## src/rtl/ss_pkg.sv

```systemverilog
package ss_pkg;

    typedef enum logic {
        LOOP_INTERNAL = 1'b0,
        LOOP_EXTERNAL = 1'b1
    } loop_sel_e;

    typedef enum logic [1:0] {
        SEQ_CLEARED,
        SEQ_RAMPING,
        SEQ_SETTLING,
        SEQ_HANDED_OVER
    } seq_phase_e;

    // Counter width able to hold values 0 .. n-1
    function automatic int cnt_width(input int n);
        return (n <= 2) ? 1 : $clog2(n);
    endfunction

    // Phase implied by the ramp and loop-select state
    function automatic seq_phase_e phase_of(input logic done, input loop_sel_e sel);
        if (sel == LOOP_EXTERNAL) return SEQ_HANDED_OVER;
        if (done)                 return SEQ_SETTLING;
        return SEQ_RAMPING;
    endfunction

endpackage

```

## src/rtl/ss_step_tick.sv

```systemverilog
module ss_step_tick #(
    parameter int STEP_CLKS = 4
) (
    input  logic clk,
    input  logic rst,
    input  logic clear,
    input  logic advance,
    output logic tick
);
    localparam int CW = ss_pkg::cnt_width(STEP_CLKS);

    generate
        if (STEP_CLKS <= 1) begin : g_every_clock
            assign tick = advance;
        end else begin : g_prescale
            logic [CW-1:0] cnt;
            logic          last;

            assign last = (cnt == CW'(STEP_CLKS - 1));
            assign tick = advance && last;

            always_ff @(posedge clk) begin
                if (rst || clear) begin
                    cnt <= '0;
                end else if (advance) begin
                    cnt <= last ? '0 : cnt + 1'b1;
                end
            end
        end
    endgenerate
endmodule

```

## src/rtl/ss_ref_ramp.sv

```systemverilog
module ss_ref_ramp #(
    parameter int CODE_W     = 8,
    parameter int START_CODE = 40,
    parameter int FINAL_CODE = 50
) (
    input  logic              clk,
    input  logic              rst,
    input  logic              clear,
    input  logic              tick,
    output logic [CODE_W-1:0] code,
    output logic              done
);
    localparam logic [CODE_W-1:0] CODE_LO = CODE_W'(START_CODE);
    localparam logic [CODE_W-1:0] CODE_HI = CODE_W'(FINAL_CODE);

    logic at_top;
    logic reach_top;

    assign at_top    = (code == CODE_HI);
    assign reach_top = tick && (code == CODE_HI - 1'b1);

    always_ff @(posedge clk) begin
        if (rst || clear) begin
            code <= CODE_LO;
            done <= 1'b0;
        end else begin
            if (tick && !at_top) begin
                code <= code + 1'b1;
            end
            if (reach_top) begin
                done <= 1'b1;
            end
        end
    end
endmodule

```

## src/rtl/ss_loop_handover.sv

```systemverilog
module ss_loop_handover
    import ss_pkg::*;
#(
    parameter int HOLD_CLKS = 20
) (
    input  logic      clk,
    input  logic      rst,
    input  logic      clear,
    input  logic      ramp_done,
    output loop_sel_e sel
);
    localparam int HW = cnt_width(HOLD_CLKS);

    logic [HW-1:0] wait_cnt;
    logic          expire;

    assign expire = ramp_done && (sel == LOOP_INTERNAL) && (wait_cnt == HW'(HOLD_CLKS - 1));

    always_ff @(posedge clk) begin
        if (rst || clear) begin
            wait_cnt <= '0;
            sel      <= LOOP_INTERNAL;
        end else if (ramp_done && sel == LOOP_INTERNAL) begin
            if (expire) begin
                sel <= LOOP_EXTERNAL;
            end else begin
                wait_cnt <= wait_cnt + 1'b1;
            end
        end
    end
endmodule

```

## src/rtl/ss_ref_sequencer.sv

```systemverilog
module ss_ref_sequencer
    import ss_pkg::*;
#(
    parameter int CODE_W     = 8,
    parameter int START_CODE = 40,
    parameter int FINAL_CODE = 50,
    parameter int STEP_CLKS  = 4,
    parameter int HOLD_CLKS  = 20
) (
    input  logic              clk,
    input  logic              rst,
    input  logic              run_en,
    input  logic              ac_absent,
    output logic [CODE_W-1:0] ref_code,
    output logic              ramp_done,
    output logic              ext_loop_sel
);
    logic       clear;
    logic       advance;
    logic       tick;
    loop_sel_e  sel;

    // Any missing run condition collapses the whole sequence
    assign clear   = !run_en || ac_absent;
    assign advance = !clear && !ramp_done;

    ss_step_tick #(
        .STEP_CLKS (STEP_CLKS)
    ) u_tick (
        .clk     (clk),
        .rst     (rst),
        .clear   (clear),
        .advance (advance),
        .tick    (tick)
    );

    ss_ref_ramp #(
        .CODE_W     (CODE_W),
        .START_CODE (START_CODE),
        .FINAL_CODE (FINAL_CODE)
    ) u_ramp (
        .clk   (clk),
        .rst   (rst),
        .clear (clear),
        .tick  (tick),
        .code  (ref_code),
        .done  (ramp_done)
    );

    ss_loop_handover #(
        .HOLD_CLKS (HOLD_CLKS)
    ) u_handover (
        .clk       (clk),
        .rst       (rst),
        .clear     (clear),
        .ramp_done (ramp_done),
        .sel       (sel)
    );

    assign ext_loop_sel = (sel == LOOP_EXTERNAL);
endmodule

```

## config.mk

```make
export PLATFORM = sky130hd
export DESIGN_NAME = ss_ref_sequencer
export DESIGN_NICKNAME = d
export VERILOG_FILES = /design/src/rtl/ss_pkg.sv /design/src/rtl/ss_step_tick.sv /design/src/rtl/ss_ref_ramp.sv /design/src/rtl/ss_loop_handover.sv /design/src/rtl/ss_ref_sequencer.sv
export SDC_FILE = /design/constraint.sdc
export NUM_CORES = 1
export LEC_CHECK = 0
export BUFFER_PORTS_ARGS = -buffer_cell sky130_fd_sc_hd__buf_2
export CORE_UTILIZATION = 51
export CTS_BUF_LIST = sky130_fd_sc_hd__clkbuf_4 sky130_fd_sc_hd__clkbuf_8
export DETAILED_ROUTE_END_ITERATION = 7
export GPL_TIMING_DRIVEN = 1
export HOLD_SLACK_MARGIN = 0.08
export PLACE_DENSITY = 0.76
export SETUP_SLACK_MARGIN = 0.05
export SKIP_CTS_REPAIR_TIMING = 1
export SLEW_MARGIN = 20
export SYNTH_ARGS = -nofsm -noshare
export SYNTH_HDL_FRONTEND = slang
export SYNTH_HIERARCHICAL = 1
export SYNTH_SLANG_ARGS = --single-unit
```

## constraint.sdc

```tcl
create_clock -name clk -period 1.6 [get_ports clk]
set_input_delay 0.32 -clock clk [delete_from_list [all_inputs] [get_ports clk]]
set_output_delay 0.32 -clock clk [all_outputs]
set_load 0.05 [all_outputs]
```

=== Word level (Yosys, flattened, before mapping) ===
Cells that the tools add are included.

* Flip-flop bits (word level): 17
* Word-level logic and storage cells: 29
* Output and inout port bits: 10
* Bits of input ports: 4

* Add/sub/neg operators: 3
* Multiplexer cells: 1
* Reduce and logical (&&, ||, !) cells: 14
* Bitwise gates (word level): 2
* Equal/unequal tests: 4

{| class="wikitable"
|+ Operator list
! kind !! count
|-
| $eq A8 B6 Y1 const B || 2
|-
| $add A8 B1 Y8 const B || 1
|-
| $logic_and A1 B1 Y1 || 6
|-
| $add A5 B1 Y5 const B || 1
|-
| $eq A5 B5 Y1 const B || 1
|-
| $logic_not A1 Y1 || 4
|-
| $reduce_and A2 Y1 || 2
|-
| $add A2 B1 Y2 const B || 1
|-
| $eq A2 B2 Y1 const B || 1
|-
| $logic_or A1 B1 Y1 || 2
|-
| $mux W2 || 1
|-
| $not A1 Y1 || 2
|}

=== Depth between registers and ports, before layout ===
* Depth in word-level cells: 6
* Gate-level depth with buffers: 5
* Depth with buffers taken out: 5

=== Modules after synthesis ===
Netlist, hierarchy kept.

{| class="wikitable"
|+ Modules (own cells, without submodules)
! module !! cells each !! sequential area each (µm²) !! area each (µm²) !! instances
|-
| ss_ref_ramp || 53 || 180.2 || 465.4 || 1
|-
| ss_loop_handover || 31 || 120.1 || 281.5 || 1
|-
| ss_step_tick || 9 || 40.0 || 101.3 || 1
|-
| ss_ref_sequencer || 2 || 0.0 || 18.8 || 1
|}

=== Least setup slack after synthesis ===
OpenSTA, ideal clock, no wires.

* Kind: register to register
* Start: register u_ramp.done
* End: register u_ramp.code[7]
* Path slack: -0.256 ns
* Cell stages (with the launch flop): 6
* Required time: 1.530 ns
* Clock period less this slack: 1.856 ns
* Data arrival time: 1.786 ns
* Setup time: 0.070 ns
* Path buffers: 0
* Cell sequence: dfxtp_1 nor3b_2 and2_1 nand3_2 or4_1 a21oi_1

* Cells in the longest elaborated chain, start to end: 4

{| class="wikitable"
|+ Ends and longest elaborated chain
! what !! line !! text
|-
| start: declaration || ss_ref_ramp.sv:11 || <nowiki>output logic done</nowiki>
|-
| start signal: assignment || ss_ref_ramp.sv:25 || <nowiki>done <= 1'b0;</nowiki>
|-
| start signal: assignment || ss_ref_ramp.sv:31 || <nowiki>done <= 1'b1;</nowiki>
|-
| $logic_not A1 Y1 || ss_ref_sequencer.sv:25 || <nowiki>assign advance = !clear && !ramp_done;</nowiki>
|-
| $logic_and A1 B1 Y1 || ss_ref_sequencer.sv:25 ||
|-
| net advance || ss_ref_sequencer.sv:19 || <nowiki>logic advance;</nowiki>
|-
| $logic_and A1 B1 Y1 || ss_step_tick.sv:20 || <nowiki>assign tick = advance && last;</nowiki>
|-
| net tick || ss_ref_sequencer.sv:20 || <nowiki>logic tick;</nowiki>
|-
| $logic_and A1 B1 Y1 || ss_ref_ramp.sv:27 || <nowiki>if (tick && !at_top) begin</nowiki>
|-
| end signal: assignment || ss_ref_ramp.sv:28 || <nowiki>code <= code + 1'b1;</nowiki>
|-
| end: declaration || ss_ref_ramp.sv:10 || <nowiki>output logic [CODE_W-1:0] code,</nowiki>
|}

The timed path passes the listed nets, and every way through them passes these cells.
A chain may end at the register's enable or synchronous reset.

=== Final worst setup path ===
* Start: register u_ramp.done
* End: register u_ramp.code[6]

Same word-level chain as after synthesis.

==> results.ini <==
[status]
outcome=finished, final reports clean

[floorplan]
die_area_um2=1870
pin_count=14
die_x_um=43.2
num_rows=14
start_util_pct=56.3
core_um2=1540
die_y_um=43.2

[drt]
vias_per_cell=5.65
drt_wl_total_um=1760
drcViolationCount=0
vias=752
ant_nets=0
drt-initial-drc-count=28
dr.pass1.iters=4
wl_per_cell_um=13.2

[timing]
skew_ns=0.00361
relSlewSlack_pct=74.9
finalCritPeriodShare_pct=93.5
fin_crit_ns=1.50
clock.fmax_mhz=669
hold_ws_ns=0.258
finalSetupTns_ns=0
rsz0062_at_grt=true
drv_slew=0
hold_viol_final=0
setup_viol=0
worst_pin_slew_ns=0.373

[global_routing]
globalRouteOverflowTotal=0
grt_pass1_wl_um=3110
antenna_found_initial=0
grt_pass1_vias=772
grt_util_all_layers_pct=21.9
grt_max_degree=11

[synthesis]
syn_area_per_cell_um2=9.13
synth.distinct_cells=31
synthSimpleGateAreaFrac_pct=31.7
syn_nets=104
synthCells=95
ys_seq_area_share_pct=39.2
synth_xor_area_share_pct=2.02
synth_top_family_by_area=simple AND/OR/NAND/NOR gates
synth_compound_area_share_pct=14.4
synth_area_um2=867
muxShareOfSynthArea_pct=3.61
ys_warn_count=6
yosys.area_share.adder_pct=7.22
synth-seq-cells=17

[placed_design]
hpwl_um=1330
place.gp.congestion=0.772
place_area_um2=1000
io_buffers=13

[pwr]
p_leak_nw=0.378
power.density_nw_per_um2=648
vdd_ir_drop_max_mv=0.386
power_mw=0.678

[worst_hold_path]
min_to=u_tick/g_prescale.cnt[0]
hold_path.class=in2reg
hp-start=rst
min_path_cells=2

[finish]
drive_gt1_share_pct=32.5
final_cell_mix=14 x dfxtp_1, 13 x buf_2, 10 x nand2_1
post-route-util_pct=67.9
final_cell_area_um2=1050
num_antenna_cells=0
area_delta_synth_final_pct=20.6
layout_commonest_cell=dfxtp_1
final_nets=127

[cts]
cts_tree=built
ctsHtreeMaxLevel=1
cts_inserted_buffers=3
cts.path.max_buffers=2
worstSkewPairLatency_ns=0.29
clk_pin_slew_worst_paths_ns=0.10
cts.sinks=17
root_buffer=clkbuf_4

[worst_setup_path]
r2r_cells=6
critical_path_class=reg2reg
crit_path_cell_trace=nor3b_4, and2_4, buf_4, nand4_1, or3_1, a21oi_1
cpMaxStageDelayCell=dfxtp_4
worstPathMaxFanout=5
slowest_delay_ns=0.37
cp-end-kind=flip-flop
r2r_slack_ns=0.10
r2r_start=u_ramp/done
r2r-end=u_ramp/code[6]
required_ns=1.83
start_kind=flip-flop
arrival_ns=1.73

[run]
maxCapViolCount=0

==> stage by stage <==
stage,setup WS [ns],cells
finish,0.105,133
global route,0.0401,133
CTS,0.0496,132
detailed placement,-0.0409,128
global placement,0.0142,128
floorplan,-0.00921,95
==> critical path: cells and delay by family, from the launching register on <==
| kind | cells | cell delay [ns] |
|---|---|---|
| and+or+nand+nor | 4 | 0.80 |
| AOI/OAI and AO/OA | 1 | 0.14 |
| DFF | 1 | 0.37 |
| buffers and inverters | 1 | 0.13 |
==> logic make-up (layout without fill, tap and decap cells) <==
family | after synthesis | in the layout
xor+xnor | 2 | 2
compound gates | 20 | 20
fa+ha+maj | 5 | 5
mux | 3 | 3
buf+inv | 4 | 26
simple gates | 44 | 44
flops | 17 | 17
==> report_power, final <==
group | internal (mW) | leakage (nW) | switching [mW]
combinational | 0.0120 | 0.222 | 0.0150
sequential | 0.420 | 0.139 | 0.000352
clock | 0.0928 | 0.0177 | 0.138
==> cells in the mapped netlist <==
library cell / number / area (um^2)
nor3_1: 1 / 5.00
nor2_1: 6 / 22.5
a211o_1: 1 / 8.76
or2_2: 2 / 12.5
nand3_2: 2 / 20.0
or3_1: 6 / 37.5
o211ai_1: 1 / 7.51
nor4_2: 1 / 12.5
xor2_1: 2 / 17.5
a211oi_2: 1 / 12.5
or3b_1: 1 / 8.76
a21oi_1: 9 / 45.0
nor4bb_4: 1 / 25.0
a21boi_2: 1 / 11.3
and3_1: 1 / 6.26
mux2i_1: 2 / 20.0
nand2_1: 10 / 37.5
dfxtp_1: 17 / 340
o21ai_0: 5 / 25.0
o31ai_1: 2 / 15.0
nand2b_1: 3 / 18.8
mux2_1: 1 / 11.3
nand4_1: 3 / 18.8
clkbuf_1: 1 / 3.75
inv_1: 3 / 11.3
or4_1: 1 / 7.51
nand3b_1: 1 / 7.51
and2_1: 2 / 12.5
ha_1: 5 / 62.6
nand3_1: 2 / 10.0
nor3b_2: 1 / 12.5
==> per-layer routing <==
layer,GRT usage [%],wire length [um]
met1,27.6,777
met2,37.3,911
met4,7.27,10
met3,3.83,55
met5,0,0
==> worst max-delay path by stage <==
stage,cells after the start,end,start
2_1_floorplan,5,u_ramp/code[7],u_ramp/done
3_3_place_gp,6,u_ramp/code[7],ac_absent
3_5_place_dp,6,u_ramp/code[7],ac_absent
4_1_cts,5,u_ramp/code[7],u_ramp/done
5_1_grt,6,u_ramp/code[6],u_ramp/done
6_report,6,u_ramp/code[6],u_ramp/done
==> registers in the layout, indices dropped and copies added (netlist names) <==
| name | cells |
|---|---|
| u_handover/sel | 1 |
| u_handover/wait_cnt | 5 |
| u_ramp/code | 8 |
| u_ramp/done | 1 |
| u_tick/g_prescale.cnt | 2 |
==> final cells by class <==
cell class                      count  area (um^2)
Clock inverter                      1         5.00
Clock buffer                        3         22.5
Multi-Input combinational cell     74          528
Fill cell                         128          495
Inverter                            3         11.3
Timing Repair Buffer               19          110
Sequential cell                    17          349
Tap cell                           16         20.0
Power figures use the tool's default switching activity.
